File: src/rtl/fb_scan_pkg.sv
package fb_scan_pkg;
  localparam int unsigned COLOR_LANES = 3;

  typedef struct packed {
    logic de;
    logic hs;
    logic vs;
  } scan_flags_t;
endpackage

File: src/rtl/scan_timing.sv
module scan_timing #(
  parameter int unsigned HA_W  = 256,
  parameter int unsigned HF_W  = 8,
  parameter int unsigned HS_W  = 32,
  parameter int unsigned HB_W  = 36,
  parameter int unsigned VA    = 768,
  parameter int unsigned VF    = 3,
  parameter int unsigned VS    = 6,
  parameter int unsigned VB    = 28,
  localparam int unsigned HT   = HA_W + HF_W + HS_W + HB_W,
  localparam int unsigned VT   = VA + VF + VS + VB,
  localparam int unsigned HW   = $clog2(HT),
  localparam int unsigned VW   = $clog2(VT)
) (
  input  logic                       clk,
  input  logic                       rst_n,
  output fb_scan_pkg::scan_flags_t   flags,
  output logic                       fetch,
  output logic                       xfer,
  output logic [VW-1:0]              xfer_line
);
  localparam int unsigned HS_START = HA_W + HF_W;
  localparam int unsigned HS_END   = HS_START + HS_W;
  localparam int unsigned VS_START = VA + VF;
  localparam int unsigned VS_END   = VS_START + VS;

  logic [HW-1:0] h_q, h_d;
  logic [VW-1:0] v_q, v_d;
  logic          line_end;
  logic [VW-1:0] next_line;

  always_comb begin
    line_end  = (h_q == HW'(HT - 1));
    next_line = (v_q == VW'(VT - 1)) ? '0 : v_q + VW'(1);
    h_d       = line_end ? '0 : h_q + HW'(1);
    v_d       = line_end ? next_line : v_q;
  end

  always_ff @(posedge clk or negedge rst_n) begin
    if (!rst_n) begin
      h_q <= '0;
      v_q <= VW'(VT - 1);
    end else begin
      h_q <= h_d;
      v_q <= v_d;
    end
  end

  always_comb begin
    fetch     = (h_q < HW'(HA_W)) && (v_q < VW'(VA));
    flags.de  = fetch;
    flags.hs  = (h_q >= HW'(HS_START)) && (h_q < HW'(HS_END));
    flags.vs  = (v_q >= VW'(VS_START)) && (v_q < VW'(VS_END));
    xfer      = (h_q == HW'(HS_START)) && (next_line < VW'(VA));
    xfer_line = next_line;
  end
endmodule

File: src/rtl/scan_delay.sv
module scan_delay #(
  parameter int unsigned DEPTH = 2
) (
  input  logic                     clk,
  input  logic                     rst_n,
  input  fb_scan_pkg::scan_flags_t din,
  output fb_scan_pkg::scan_flags_t tap1,
  output fb_scan_pkg::scan_flags_t dout
);
  fb_scan_pkg::scan_flags_t pipe_q [DEPTH];
  fb_scan_pkg::scan_flags_t pipe_d [DEPTH];

  generate
    for (genvar s = 0; s < DEPTH; s++) begin : g_stage
      if (s == 0) begin : g_first
        always_comb pipe_d[s] = din;
      end else begin : g_next
        always_comb pipe_d[s] = pipe_q[s-1];
      end
      always_ff @(posedge clk or negedge rst_n) begin
        if (!rst_n) pipe_q[s] <= '0;
        else        pipe_q[s] <= pipe_d[s];
      end
    end
  endgenerate

  assign tap1 = pipe_q[0];
  assign dout = pipe_q[DEPTH-1];
endmodule

File: src/rtl/pixel_pack.sv
module pixel_pack #(
  parameter int unsigned BANKS  = 4,
  parameter int unsigned LANE_W = 8,
  localparam int unsigned LANES = fb_scan_pkg::COLOR_LANES,
  localparam int unsigned PIX_W = LANES * LANE_W,
  localparam int unsigned WORD_W = BANKS * PIX_W
) (
  input  logic              clk,
  input  logic              rst_n,
  input  logic              load,
  input  logic [WORD_W-1:0] lanes,
  output logic [WORD_W-1:0] word
);
  logic [WORD_W-1:0] packed_w;
  logic [WORD_W-1:0] word_d;
  logic [WORD_W-1:0] word_q;
  logic              word_en;

  generate
    for (genvar b = 0; b < BANKS; b++) begin : g_bank
      for (genvar c = 0; c < LANES; c++) begin : g_lane
        assign packed_w[b*PIX_W + (LANES-1-c)*LANE_W +: LANE_W] =
               lanes[(b*LANES + c)*LANE_W +: LANE_W];
      end
    end
  endgenerate

  always_comb begin
    word_en = load || (word_q != '0);
    word_d  = load ? packed_w : '0;
  end

  always_ff @(posedge clk or negedge rst_n) begin
    if (!rst_n)       word_q <= '0;
    else if (word_en) word_q <= word_d;
  end

  assign word = word_q;
endmodule

File: src/rtl/fb_scan_out.sv
module fb_scan_out #(
  parameter int unsigned BANKS    = 4,
  parameter int unsigned LANE_W   = 8,
  parameter int unsigned H_ACTIVE = 1024,
  parameter int unsigned H_FRONT  = 32,
  parameter int unsigned H_SYNC   = 128,
  parameter int unsigned H_BACK   = 144,
  parameter int unsigned V_ACTIVE = 768,
  parameter int unsigned V_FRONT  = 3,
  parameter int unsigned V_SYNC   = 6,
  parameter int unsigned V_BACK   = 28,
  localparam int unsigned WORD_W  = BANKS * fb_scan_pkg::COLOR_LANES * LANE_W,
  localparam int unsigned V_TOTAL = V_ACTIVE + V_FRONT + V_SYNC + V_BACK,
  localparam int unsigned VW      = $clog2(V_TOTAL)
) (
  input  logic              clk,
  input  logic              rst_n,
  input  logic [WORD_W-1:0] bank_data,
  output logic              bank_shift,
  output logic              xfer_req,
  output logic [VW-1:0]     xfer_row,
  output logic              pix_valid,
  output logic [WORD_W-1:0] pix_word,
  output logic              hsync,
  output logic              vsync
);
  localparam int unsigned HA_W = H_ACTIVE / BANKS;
  localparam int unsigned HF_W = H_FRONT / BANKS;
  localparam int unsigned HS_W = H_SYNC / BANKS;
  localparam int unsigned HB_W = H_BACK / BANKS;
  localparam int unsigned LAT  = 2;

  fb_scan_pkg::scan_flags_t raw_flags, stage1, aligned;

  scan_timing #(
    .HA_W(HA_W), .HF_W(HF_W), .HS_W(HS_W), .HB_W(HB_W),
    .VA(V_ACTIVE), .VF(V_FRONT), .VS(V_SYNC), .VB(V_BACK)
  ) u_timing (
    .clk      (clk),
    .rst_n    (rst_n),
    .flags    (raw_flags),
    .fetch    (bank_shift),
    .xfer     (xfer_req),
    .xfer_line(xfer_row)
  );

  scan_delay #(.DEPTH(LAT)) u_delay (
    .clk  (clk),
    .rst_n(rst_n),
    .din  (raw_flags),
    .tap1 (stage1),
    .dout (aligned)
  );

  pixel_pack #(.BANKS(BANKS), .LANE_W(LANE_W)) u_pack (
    .clk  (clk),
    .rst_n(rst_n),
    .load (stage1.de),
    .lanes(bank_data),
    .word (pix_word)
  );

  assign pix_valid = aligned.de;
  assign hsync     = aligned.hs;
  assign vsync     = aligned.vs;
endmodule

File: config.mk
export PLATFORM = sky130hd
export DESIGN_NAME = fb_scan_out
export DESIGN_NICKNAME = d
export VERILOG_FILES = /design/src/rtl/fb_scan_pkg.sv /design/src/rtl/scan_timing.sv /design/src/rtl/scan_delay.sv /design/src/rtl/pixel_pack.sv /design/src/rtl/fb_scan_out.sv
export SDC_FILE = /design/constraint.sdc
export NUM_CORES = 1
export LEC_CHECK = 0
export BUFFER_PORTS_ARGS = -buffer_cell sky130_fd_sc_hd__buf_2
export CELL_PAD_IN_SITES_DETAIL_PLACEMENT = 2
export CELL_PAD_IN_SITES_GLOBAL_PLACEMENT = 2
export CORE_MARGIN = 5
export CORE_UTILIZATION = 31
export DETAILED_ROUTE_END_ITERATION = 7
export GPL_ROUTABILITY_DRIVEN = 0
export PLACE_DENSITY_LB_ADDON = 0.1
export SETUP_SLACK_MARGIN = 0.4
export SYNTH_ARGS = -nofsm -noshare
export SYNTH_HDL_FRONTEND = slang
export SYNTH_SLANG_ARGS = --single-unit
File: constraint.sdc
create_clock -name clk -period 4.8 [get_ports clk]
set_clock_uncertainty 0.2 [all_clocks]
set_input_delay 0.24 -clock clk [delete_from_list [all_inputs] [get_ports clk]]
set_output_delay 0.24 -clock clk [all_outputs]
set_load 0.005 [all_outputs]
==> results by group, run 1 <==
Outcome
  – Status: complete, no violations

Timing
  – WHS: 0.146 ns
  – Final worst path period need: 2.95 ns
  – Hold Vio Cnt, Final: 0
  – Max_slew headroom: 37.8%
  – Slew @ Worst Pin: 0.933 ns
  – Setup TNS Final: 0 ns
  – Max Slew Vio Count: 0
  – Final setup margin: 1.85 ns
  – Period utilisation layout: 61.4%
  – RSZ-0062 raised after global routing: no
  – Highest clock rate: 0.339 GHz
  – # setup viols final: 0

Worst setup path
  – Startpoint types: register
  – FF-to-FF path depth: 4
  – Worst reg2reg path endpoint: u_timing.v_q[1]
  – Worst-path fanout max: 12
  – Arr. time, crit path: 2.51 ns
  – WP data required: 4.36 ns
  – Setup crit end kind: primary output
  – R2r setup slk: between 2 and 3 ns
  – RR Startpoint: u_timing.v_q[8]
  – Setup CP Type: reg -> out

Synth
  – Syn Nets: about 440
  – Synth unique cells: 42
  – Most used DFF post-synth: dfrtp_1
  – Async set-reset flop share out of synthesis: 100%
  – Syn Inst Count: 342
  – Register bit count reported by yosys: 121
  – Mean post-synth cell area: about 13 um^2
  – Synthesis Warnings: 0
  – Post-synth EDFFs: 0
  – Sequential area share after synthesis: 67.9%
  – Cell area after synthesis: about 4500 um^2

Hold path
  – WHS Endpoint: u_delay.dout[0]
  – Hold path depth: 0
  – Worst hold path type: reg -> reg
  – Min-delay src: u_delay.tap1[0]

Global routing
  – Number of global-route vias before repair: 4527
  – Antenna violations before repair: 2
  – First-pass GRT wire length: approximately 27 mm
  – Global-route usage over all layers: 22.2%
  – Largest net degree at the start of global routing: 98
  – Global route overflow: 0

Pwr
  – Leak Pwr: 3.47 nW
  – Worst vdd ir: 201 uV
  – Total Power: 2.59 mW
  – Power Dens Cells: 360 nW/um^2

Final layout
  – Nets: approximately 750
  – Non-filler cells, final: 843
  – Layout cell share with drive strength beyond 1: 37.7%
  – Fin area: 7200 um^2
  – Synth-to-Final Area Change: 61.3%
  – Post-layout util: 51.5%

Placed design
  – Dpl ws: around 2.2 ns
  – Placed insts: 713
  – I/O Buffers: 208
  – Placed Area: 5640 um^2
  – HPWL after detailed placement: 9.91 mm

Clocking
  – TritonCTS Buffers: 17
  – Post-CTS Setup Inserts: 0
  – CTS tree: done
  – Clock root buffer: clkbuf_16
  – Post-CTS Resized: 0
  – Clk_lat worst skew: 0.41 ns
  – CTS Sinks: 121
  – Clock transition at the registers of the reported paths: approximately 0.050 ns
  – Clk buf depth: 2
  – Htree depth: 4

Job
  – Max cap viols: 0

Drt
  – Initial DRC count: 118
  – WL final: 18.2 mm
  – Drt via density: 4.48
  – Post-route ant nets: 0
  – First-pass DRT Iterations: 4
  – WL/cell: 21.6 um
  – DR DRC count: 0
  – Vias: 3779

Die
  – DIE HEIGHT: 130 um
  – Core area: 14000 um^2
  – Die Wd: 130 um
  – Initial Utilization: about a third
  – Die area: 16900 um^2
  – # IOs: 209
  – Row cnt: 43
layer usage:
metal	wire length [um]	vias to the layer above	GRT usage, %
met5	0	-	0
met4	327	0	7.64
met3	1190	21	5.73
met2	9840	137	41.6
met1	6840	1916	24.0
li1	-	1705	-
cells in the mapped netlist (3+ instances only):
| master | instances | area share, % |
|---|---|---|
| nand4_1 | 3 | 0.42 |
| and2_1 | 96 | 13 |
| nand2_1 | 7 | 0.59 |
| xnor2_1 | 10 | 2.0 |
| inv_1 | 4 | 0.34 |
| and3_1 | 6 | 0.84 |
| buf_4 | 3 | 0.50 |
| nand3_1 | 7 | 0.78 |
| dfstp_2 | 4 | 2.4 |
| ha_1 | 4 | 1.1 |
| a21oi_1 | 4 | 0.45 |
| nor2b_1 | 3 | 0.42 |
| nor2_1 | 19 | 1.6 |
| clkbuf_1 | 11 | 0.92 |
| dfrtp_1 | 117 | 66 |
| xor2_1 | 7 | 1.4 |
| nor3_1 | 3 | 0.34 |
| o21ai_0 | 4 | 0.45 |
layout make-up:
cell class	count	area [um^2]
Fill cell	1398	6790
Inverter	4	15.0
Antenna cell	2	5.00
Timing Repair Buffer	307	2030
Multi-Input combinational cell	198	1310
Clock buffer	22	464
Tap cell	180	225
Clock inverter	9	123
Sequential cell	121	3030
placed cells by master, fill, tap and decap left out, types with 3 or more instances in the layout:
| cell | instances |
|---|---|
| buf_2 | 207 |
| dfrtp_1 | 116 |
| dlygate4sd3_1 | 97 |
| and2_1 | 96 |
| nor2_1 | 19 |
| clkbuf_16 | 17 |
| xnor2_1 | 10 |
| nand3_1 | 7 |
| nand2_1 | 7 |
| xor2_1 | 7 |
| and3_1 | 6 |
| clkinv_2 | 5 |
| inv_1 | 4 |
| o21ai_0 | 4 |
| a21oi_1 | 4 |
| ha_1 | 4 |
| dfstp_2 | 4 |
| nand4_1 | 3 |
| nor2b_1 | 3 |
| nor3_1 | 3 |
| clkbuf_1 | 3 |
| bufinv_16 | 3 |
| buf_4 | 3 |
worst max-delay path: stages (launching register included):
cell and delay (ns):
dfstp_2 0.68, nand4bb_4 0.15, nor3_2 0.68, nor2_1 0.16, a211o_1 0.31, buf_2 0.13
flip-flops by register name, summed over array words and instances, names as in the netlist:
name and flops:
u_timing.v_q 10, u_timing.h_q 9, u_delay.dout 3, u_pack.word 96
u_delay.tap1 3
what timing repair did:
| item | CTS | global route |
|---|---|---|
| hold endpoints to repair | 163 | 0 |
| hold buffers | 97 | 0 |
| setup endpoints to repair | 0 | 0 |
logic make-up after synthesis:
kind of cell               after synthesis  share of synthesized area (%)
buffers and inverters                   23                           2.83
xor gates and xnor gates                17                           3.33
adders and majority gates                4                           1.12
DFF                                    121                           67.9
AOI/OAI and AO/OA                       20                           3.03
muxes                                    2                          0.476
and+or+nand+nor                        155                           21.3
worst max path at each step:
stage                     cells past startpoint             from           to
after floorplan                               6  u_timing.v_q[2]  xfer_row[9]
after global placement                        5  u_timing.v_q[8]  xfer_row[9]
after detailed placement                      5  u_timing.v_q[8]  xfer_row[9]
after CTS                                     5  u_timing.v_q[8]  xfer_row[9]
after global routing                          5  u_timing.v_q[8]  xfer_row[9]
final                                         5  u_timing.v_q[8]  xfer_row[9]
report_power, final:
part	switching, mW	internal (mW)
Sequential	0.0153	1.06
Clock	0.453	0.836
Combinational	0.0956	0.128
Total	0.563	2.03
(Power assumes the default switching activity.)
==> run 2: changes to the inputs <==
Settings changed: CORE_UTILIZATION 31 to 28.
Clock period 4.8 ns to 3.05 ns, I/O delays scaled along.
==> results by group, run 2 (synthesis results as in run 1) <==
Outcome
  – Status: complete, no violations (unchanged)

Worst setup path
  – Worst-path fanout max: 8 (was 12)
  – Setup CP Type: reg -> out (unchanged)
  – Arr. time, crit path: 2.10 ns (was 2.51 ns)
  – WP data required: 2.70 ns (was 4.36 ns)
  – Startpoint types: register (unchanged)
  – Setup crit end kind: primary output (unchanged)

Final layout
  – Synth-to-Final Area Change: 63.1% (was 61.3%)
  – Fill cells: 1639 (was 1398)
  – Commonest non-fill, non-tap cells in the layout: 207 x buf_2, 116 x dfrtp_1, 98 x dlygate4sd3_1, 96 x and2_1, 19 x nor2_1 (was 207 x buf_2, 116 x dfrtp_1, 97 x dlygate4sd3_1, 96 x and2_1, 19 x nor2_1)
  – Antenna diodes: 0 (was 2)
  – Nets: 754 (was 751)
  – Layout cell share with drive strength beyond 1: 38.0% (was 37.7%)
  – Post-layout util: 46.2% (was 51.5%)
  – Max reg flops: 96 (unchanged)
  – Commonest non-fill, non-tap cell in the layout: buf_2 (unchanged)

Clocking
  – Clock root buffer: clkbuf_16 (unchanged)
  – Clock transition at the registers of the reported paths: 0.06 ns (was 0.05 ns)
  – Htree depth: 4 (unchanged)
  – CTS tree: done (unchanged)
  – Post-CTS Setup Inserts: 0 (unchanged)
  – Clk buf depth: 2 (unchanged)
  – Clk_lat worst skew: 0.41 ns (about the same)
  – TritonCTS Buffers: 17 (unchanged)
  – CTS Sinks: 121 (unchanged)

Placed design
  – I/O Buffers: 208 (unchanged)
  – HPWL after detailed placement: 9.89 mm (was 9.91 mm)

Global routing
  – Number of global-route vias before repair: 4430 (was 4527)
  – First-pass GRT wire length: 26.0 mm (was 27.5 mm)
  – Global route overflow: 0 (unchanged)
  – Global-route usage over all layers: 18.8% (was 22.2%)
  – Largest net degree at the start of global routing: 98 (unchanged)
  – Antenna violations before repair: 0 (was 2)

Pwr
  – Sw frac: 21.6% (was 21.8%)
  – Leak Pwr: 3.49 nW (was 3.47 nW)
  – Power Dens Cells: 553 nW/um^2 (was 360 nW/um^2)
  – Sequential power share: 42.0% (was 41.6%)
  – Switching pwr: 0.872 mW (was 0.563 mW)
  – Worst vdd ir: 352 uV (was 201 uV)
  – Combinational share of power: 8.6% (about the same)
  – Int Power: 3.16 mW (was 2.03 mW)
  – Clock share of power: 49.4% (was 49.8%)

Job
  – Max cap viols: 0 (unchanged)

Timing
  – RSZ-0062 raised after global routing: yes (was no)
  – # setup viols final: 0 (unchanged)
  – Setup TNS Final: 0 ns (unchanged)
  – Period utilisation layout: 80.4%
  – Max Slew Vio Count: 0 (unchanged)
  – Max_slew headroom: 50.3% (was 37.8%)
  – Slew @ Worst Pin: 0.745 ns (was 0.933 ns)
  – Highest clock rate: slightly above 0.4 GHz
  – Hold Vio Cnt, Final: 0 (unchanged)
  – Final worst path period need: 2.45 ns

Drt
  – First-pass DRT Iterations: 4 (unchanged)
  – DR DRC count: 0 (unchanged)
  – WL/cell: 19.1 um (was 21.6 um)
  – Initial DRC count: 102 (was 118)
  – Post-route ant nets: 0 (unchanged)
  – Vias: 3717 (was 3779)
  – WL final: 16.8 mm (was 18.2 mm)
  – Drt via density: 4.22 (was 4.48)

Die
  – Core area: 15800 um^2 (was 14000 um^2)
  – # IOs: 209 (unchanged)
  – Initial Utilization: 28.3% (was 31.9%)
  – Die area: 18600 um^2 (was 16900 um^2)
  – Row cnt: 46 (was 43)
  – DIE HEIGHT: 136 um (was 130 um)
  – Die Wd: 136 um (was 130 um)

Hold path
  – Worst hold path type: in -> async (was reg -> reg)
run 2: cell count changes in the layout (fill, tap and decap cells not counted), sizes merged:
cell | before | now
buf | 210 | 212
diode | 2 | 0
bufinv | 3 | 2
clkbuf | 22 | 24
clkinv | 5 | 4
dlygate4sd3 | 97 | 98
run 2: worst max-delay path, cell delays in order (launching register included):
cell and delay (ns):
dfrtp_1 0.47, ha_2 0.28, nand3_1 0.20, or2_2 0.38, a31oi_1 0.22, buf_2 0.15
run 2: layout make-up:
type | count | area (um^2) | share of cell area [%]
repair buffers | 310 | 2070 | 28.4
clock inverters | 7 | 91.3 | 1.25
inverters | 4 | 15.0 | 0.206
well taps | 216 | 270 | 3.71
clock buffers | 24 | 492 | 6.75
multi-input cells | 198 | 1320 | 18.1
flip-flops and latches | 121 | 3030 | 41.7
run 2: routing by layer:
| layer | routed length [um] | global-route usage, % |
|---|---|---|
| met5 | 0 | 0 |
| met4 | 293 | 5.77 |
| met1 | 6170 | 19.4 |
| met2 | 9240 | 35.6 |
| met3 | 1080 | 6.25 |
run 2: timing repair:
action | CTS | global route
resized for setup | 0 | 2
hold buffers | 98 | 0
endpoints found under the hold margin | 213 | 0
setup endpoints to repair | 0 | 2
run 2: worst paths after layout:
check                                 from              end  slack (ns)  cells past startpoint
setup reg to reg           u_timing.h_q[4]  u_timing.v_q[1]        0.91                      3
hold reg to reg            u_delay.tap1[1]  u_delay.dout[1]        0.15                      0
hold / removal                       rst_n  u_pack.word[70]        0.15                      3
setup / recovery           u_timing.v_q[0]         xfer_req        0.60                      5
min in group clk           u_delay.tap1[1]  u_delay.dout[1]        0.15                      0
max in group asynchronous            rst_n  u_pack.word[36]        1.71                      3
run 2: power by group through the flow:
stage | Combinational (mW) | Clock [mW] | Sequential [mW]
floorplan | 0.0429 | 0 | 1.73
global placement | 0.227 | 0 | 1.71
detailed placement | 0.234 | 0 | 1.71
CTS | 0.340 | 2.04 | 1.69
global route | 0.377 | 2.13 | 1.70
finish | 0.346 | 1.99 | 1.69
run 2: through the flow:
step	worst slack (ns)	total power [mW]	instance area [um^2]	hold slack [ns]	std cells
after floorplan	1.27	1.77	4470	-0.343	342
after global placement	0.930	1.94	5710	-0.195	751
after detailed placement	0.921	1.95	5710	-0.194	751
after CTS	0.475	4.07	7280	0.158	880
after global routing	0.398	4.21	7280	0.171	880
final	0.597	4.03	7280	0.152	880
==> run 3: changes to the inputs <==
Settings changed: CORE_UTILIZATION 28 to 26.
Clock period 3.05 ns to 2 ns, I/O delays scaled along.
==> results by group, run 3 (synthesis results as in run 1) <==
Timing
  – WHS: 0.0189 ns (was 0.152 ns)
  – Slew @ Worst Pin: 0.528 ns (was 0.745 ns)
  – Final worst path period need: between 2 and 2.5 ns
  – Max Slew Vio Count: 0 (unchanged)
  – Hold Vio Cnt, Final: 0 (unchanged)
  – # setup viols final: 13 (was 0)
  – Max_slew headroom: 64.8% (was 50.3%)
  – Final setup margin: -0.359 ns (was 0.597 ns)
  – RSZ-0062 raised after global routing: yes (unchanged)
  – Period utilisation layout: 118%
  – Highest clock rate: 0.424 GHz

Drt
  – Initial DRC count: 88 (was 102)
  – Post-route ant nets: 0 (unchanged)
  – WL/cell: 17.5 um (was 19.1 um)
  – DR DRC count: 0 (unchanged)
  – First-pass DRT Iterations: 3 (was 4)
  – WL final: 16.2 mm (was 16.8 mm)
  – Drt via density: 4.18 (was 4.22)
  – Vias: 3873 (was 3717)

Final layout
  – Nets: 791 (was 754)
  – Post-layout util: 46.6% (was 46.2%)
  – Reg area: 3040 um^2 (was 3030 um^2)
  – Multi-input logic area: 1480 um^2 (was 1320 um^2)
  – Max reg flops: 96 (unchanged)
  – Layout cell share with drive strength beyond 1: 45.9% (was 38.0%)
  – Fill cells: 1751 (was 1639)
  – Commonest non-fill, non-tap cell in the layout: buf_2 (unchanged)
  – Synth-to-Final Area Change: 77.9% (was 63.1%)
  – Non-filler cells, final: 927 (was 880)
  – Commonest non-fill, non-tap cells in the layout: 207 x buf_2, 112 x dfrtp_1, 97 x dlygate4sd3_1, 96 x and2_1, 24 x buf_4 (was 207 x buf_2, 116 x dfrtp_1, 98 x dlygate4sd3_1, 96 x and2_1, 19 x nor2_1)

Pwr
  – Sw frac: 20.4% (was 21.6%)
  – Combinational share of power: 7.9% (was 8.6%)
  – Worst vdd ir: 537 uV (was 352 uV)
  – Clock share of power: 52.4% (was 49.4%)
  – Power Dens Cells: 817 nW/um^2 (was 553 nW/um^2)
  – Total Power: 6.49 mW (was 4.03 mW)
  – Switching pwr: 1.33 mW (was 0.872 mW)
  – Sequential power share: 39.6% (was 42.0%)
  – Leak Pwr: 3.77 nW (was 3.49 nW)
  – Int Power: 5.16 mW (was 3.16 mW)

Clocking
  – Clock root buffer: clkbuf_16 (unchanged)
  – Htree depth: 4 (unchanged)
  – CTS Sinks: 121 (unchanged)
  – Clock transition at the registers of the reported paths: 0.06 ns (about the same)
  – Clk buf depth: 2 (unchanged)
  – CTS tree: done (unchanged)
  – Clk_lat worst skew: 0.42 ns (was 0.41 ns)
  – TritonCTS Buffers: 17 (unchanged)

Worst setup path
  – Arr. time, crit path: 2.06 ns (was 2.10 ns)
  – Setup crit end kind: primary output (unchanged)
  – R2r setup slk: 0 ns (was 0.91 ns)
  – Startpoint types: register (unchanged)
  – WP data required: 1.70 ns (was 2.70 ns)
  – Worst-path fanout max: 3 (was 8)
  – Setup CP Type: reg -> out (unchanged)

Die
  – DIE HEIGHT: 141 um (was 136 um)
  – Die area: 19900 um^2 (was 18600 um^2)
  – Core area: 17100 um^2 (was 15800 um^2)
  – Die Wd: 141 um (was 136 um)
  – # IOs: 209 (unchanged)
  – Initial Utilization: 26.2% (was 28.3%)
  – Row cnt: 48 (was 46)

Global routing
  – Largest net degree at the start of global routing: 39 (was 98)
  – Global route overflow: 0 (unchanged)
  – Number of global-route vias before repair: 4551 (was 4430)
  – First-pass GRT wire length: 25.4 mm (was 26.0 mm)
  – Global-route usage over all layers: 16.7% (was 18.8%)
  – Antenna violations before repair: 1 (was 0)

Hold path
  – Worst hold path type: in -> async (unchanged)

Job
  – Max cap viols: 0 (unchanged)

Placed design
  – I/O Buffers: 208 (unchanged)
  – Dpl ws: -0.00133 ns (was 0.921 ns)
  – Placed insts: 777 (was 751)
  – HPWL after detailed placement: 10.7 mm (was 9.89 mm)

Outcome
  – Failing checks: setup timing
  – Status: finished with violations (was complete, no violations)
[run 3: cell count changes in the layout (fill, tap and decap cells not counted), sizes merged, moves of 2 or more]
cell | before | now
buf | 212 | 250
bufinv | 2 | 5
clkbuf | 24 | 20
clkinv | 4 | 2
clkinvlp | 1 | 3
[run 3: worst paths after layout]
kind | cells after the start | start | to
min in group clk | 0 | u_delay.tap1[1] | u_delay.dout[1]
worst min register to register | 0 | u_delay.tap1[1] | u_delay.dout[1]
worst min-delay path | 2 | rst_n | u_pack.word[41]
worst max register to register | 9 | u_timing.v_q[0] | u_timing.v_q[1]
worst max-delay path | 8 | u_timing.v_q[0] | xfer_req
max in group asynchronous | 3 | rst_n | u_timing.v_q[5]
[run 3: per-stage QoR]
| step | setup TNS (ns) | area (um^2) |
|---|---|---|
| 2_1_floorplan | 0 | 4500 |
| 3_3_place_gp | 0 | 5930 |
| 3_5_place_dp | -0.00133 | 5930 |
| 4_1_cts | -1.91 | 7850 |
| 5_1_grt | -4.27 | 7950 |
| 6_report | -2.46 | 7950 |
[run 3: power by group through the flow]
stage	Clock, mW	Sequential (mW)	Combinational (mW)
after detailed placement	0	2.62	0.363
after global placement	0	2.61	0.353
after global routing	3.63	2.58	0.564
after floorplan	0	2.63	0.0654
final	3.40	2.57	0.514
after CTS	3.52	2.57	0.522
[run 3: layout make-up]
cell class / count / area share [%]
sequential: 121 / 38.3
timing repair buffer: 347 / 31.1
multi-input combinational: 198 / 18.6
clock buffer: 20 / 5.87
tap: 225 / 3.54
clock inverter: 11 / 2.41
inverter: 4 / 0.189
antenna: 1 / 0.0315
[run 3: worst max-delay path, stage by stage (launching register included)]
cell and delay [ns]:
dfrtp_1 0.40, inv_1 0.07, ha_2 0.17, nand4b_1 0.18, nor3_4 0.22, buf_4 0.15
o21bai_1 0.07, a31oi_1 0.22, buf_2 0.15
[run 3: repair_timing]
action / in CTS / in global routing
buffers inserted: 18 / 2
pin swaps: 16 / 6
setup endpoints to repair: 26 / 28
hold buffers: 97 / 0
cloned: 1 / 0
resized for setup: 36 / 17
endpoints found under the hold margin: 213 / 0
[run 3: metal layers]
metal | GRT usage, % | up-vias | routed length (um)
li1 | - | 1792 | -
met1 | 19.0 | 1934 | 6350
met2 | 30.7 | 136 | 8800
met3 | 4.72 | 11 | 846
met4 | 4.44 | 0 | 191
met5 | 0 | - | 0
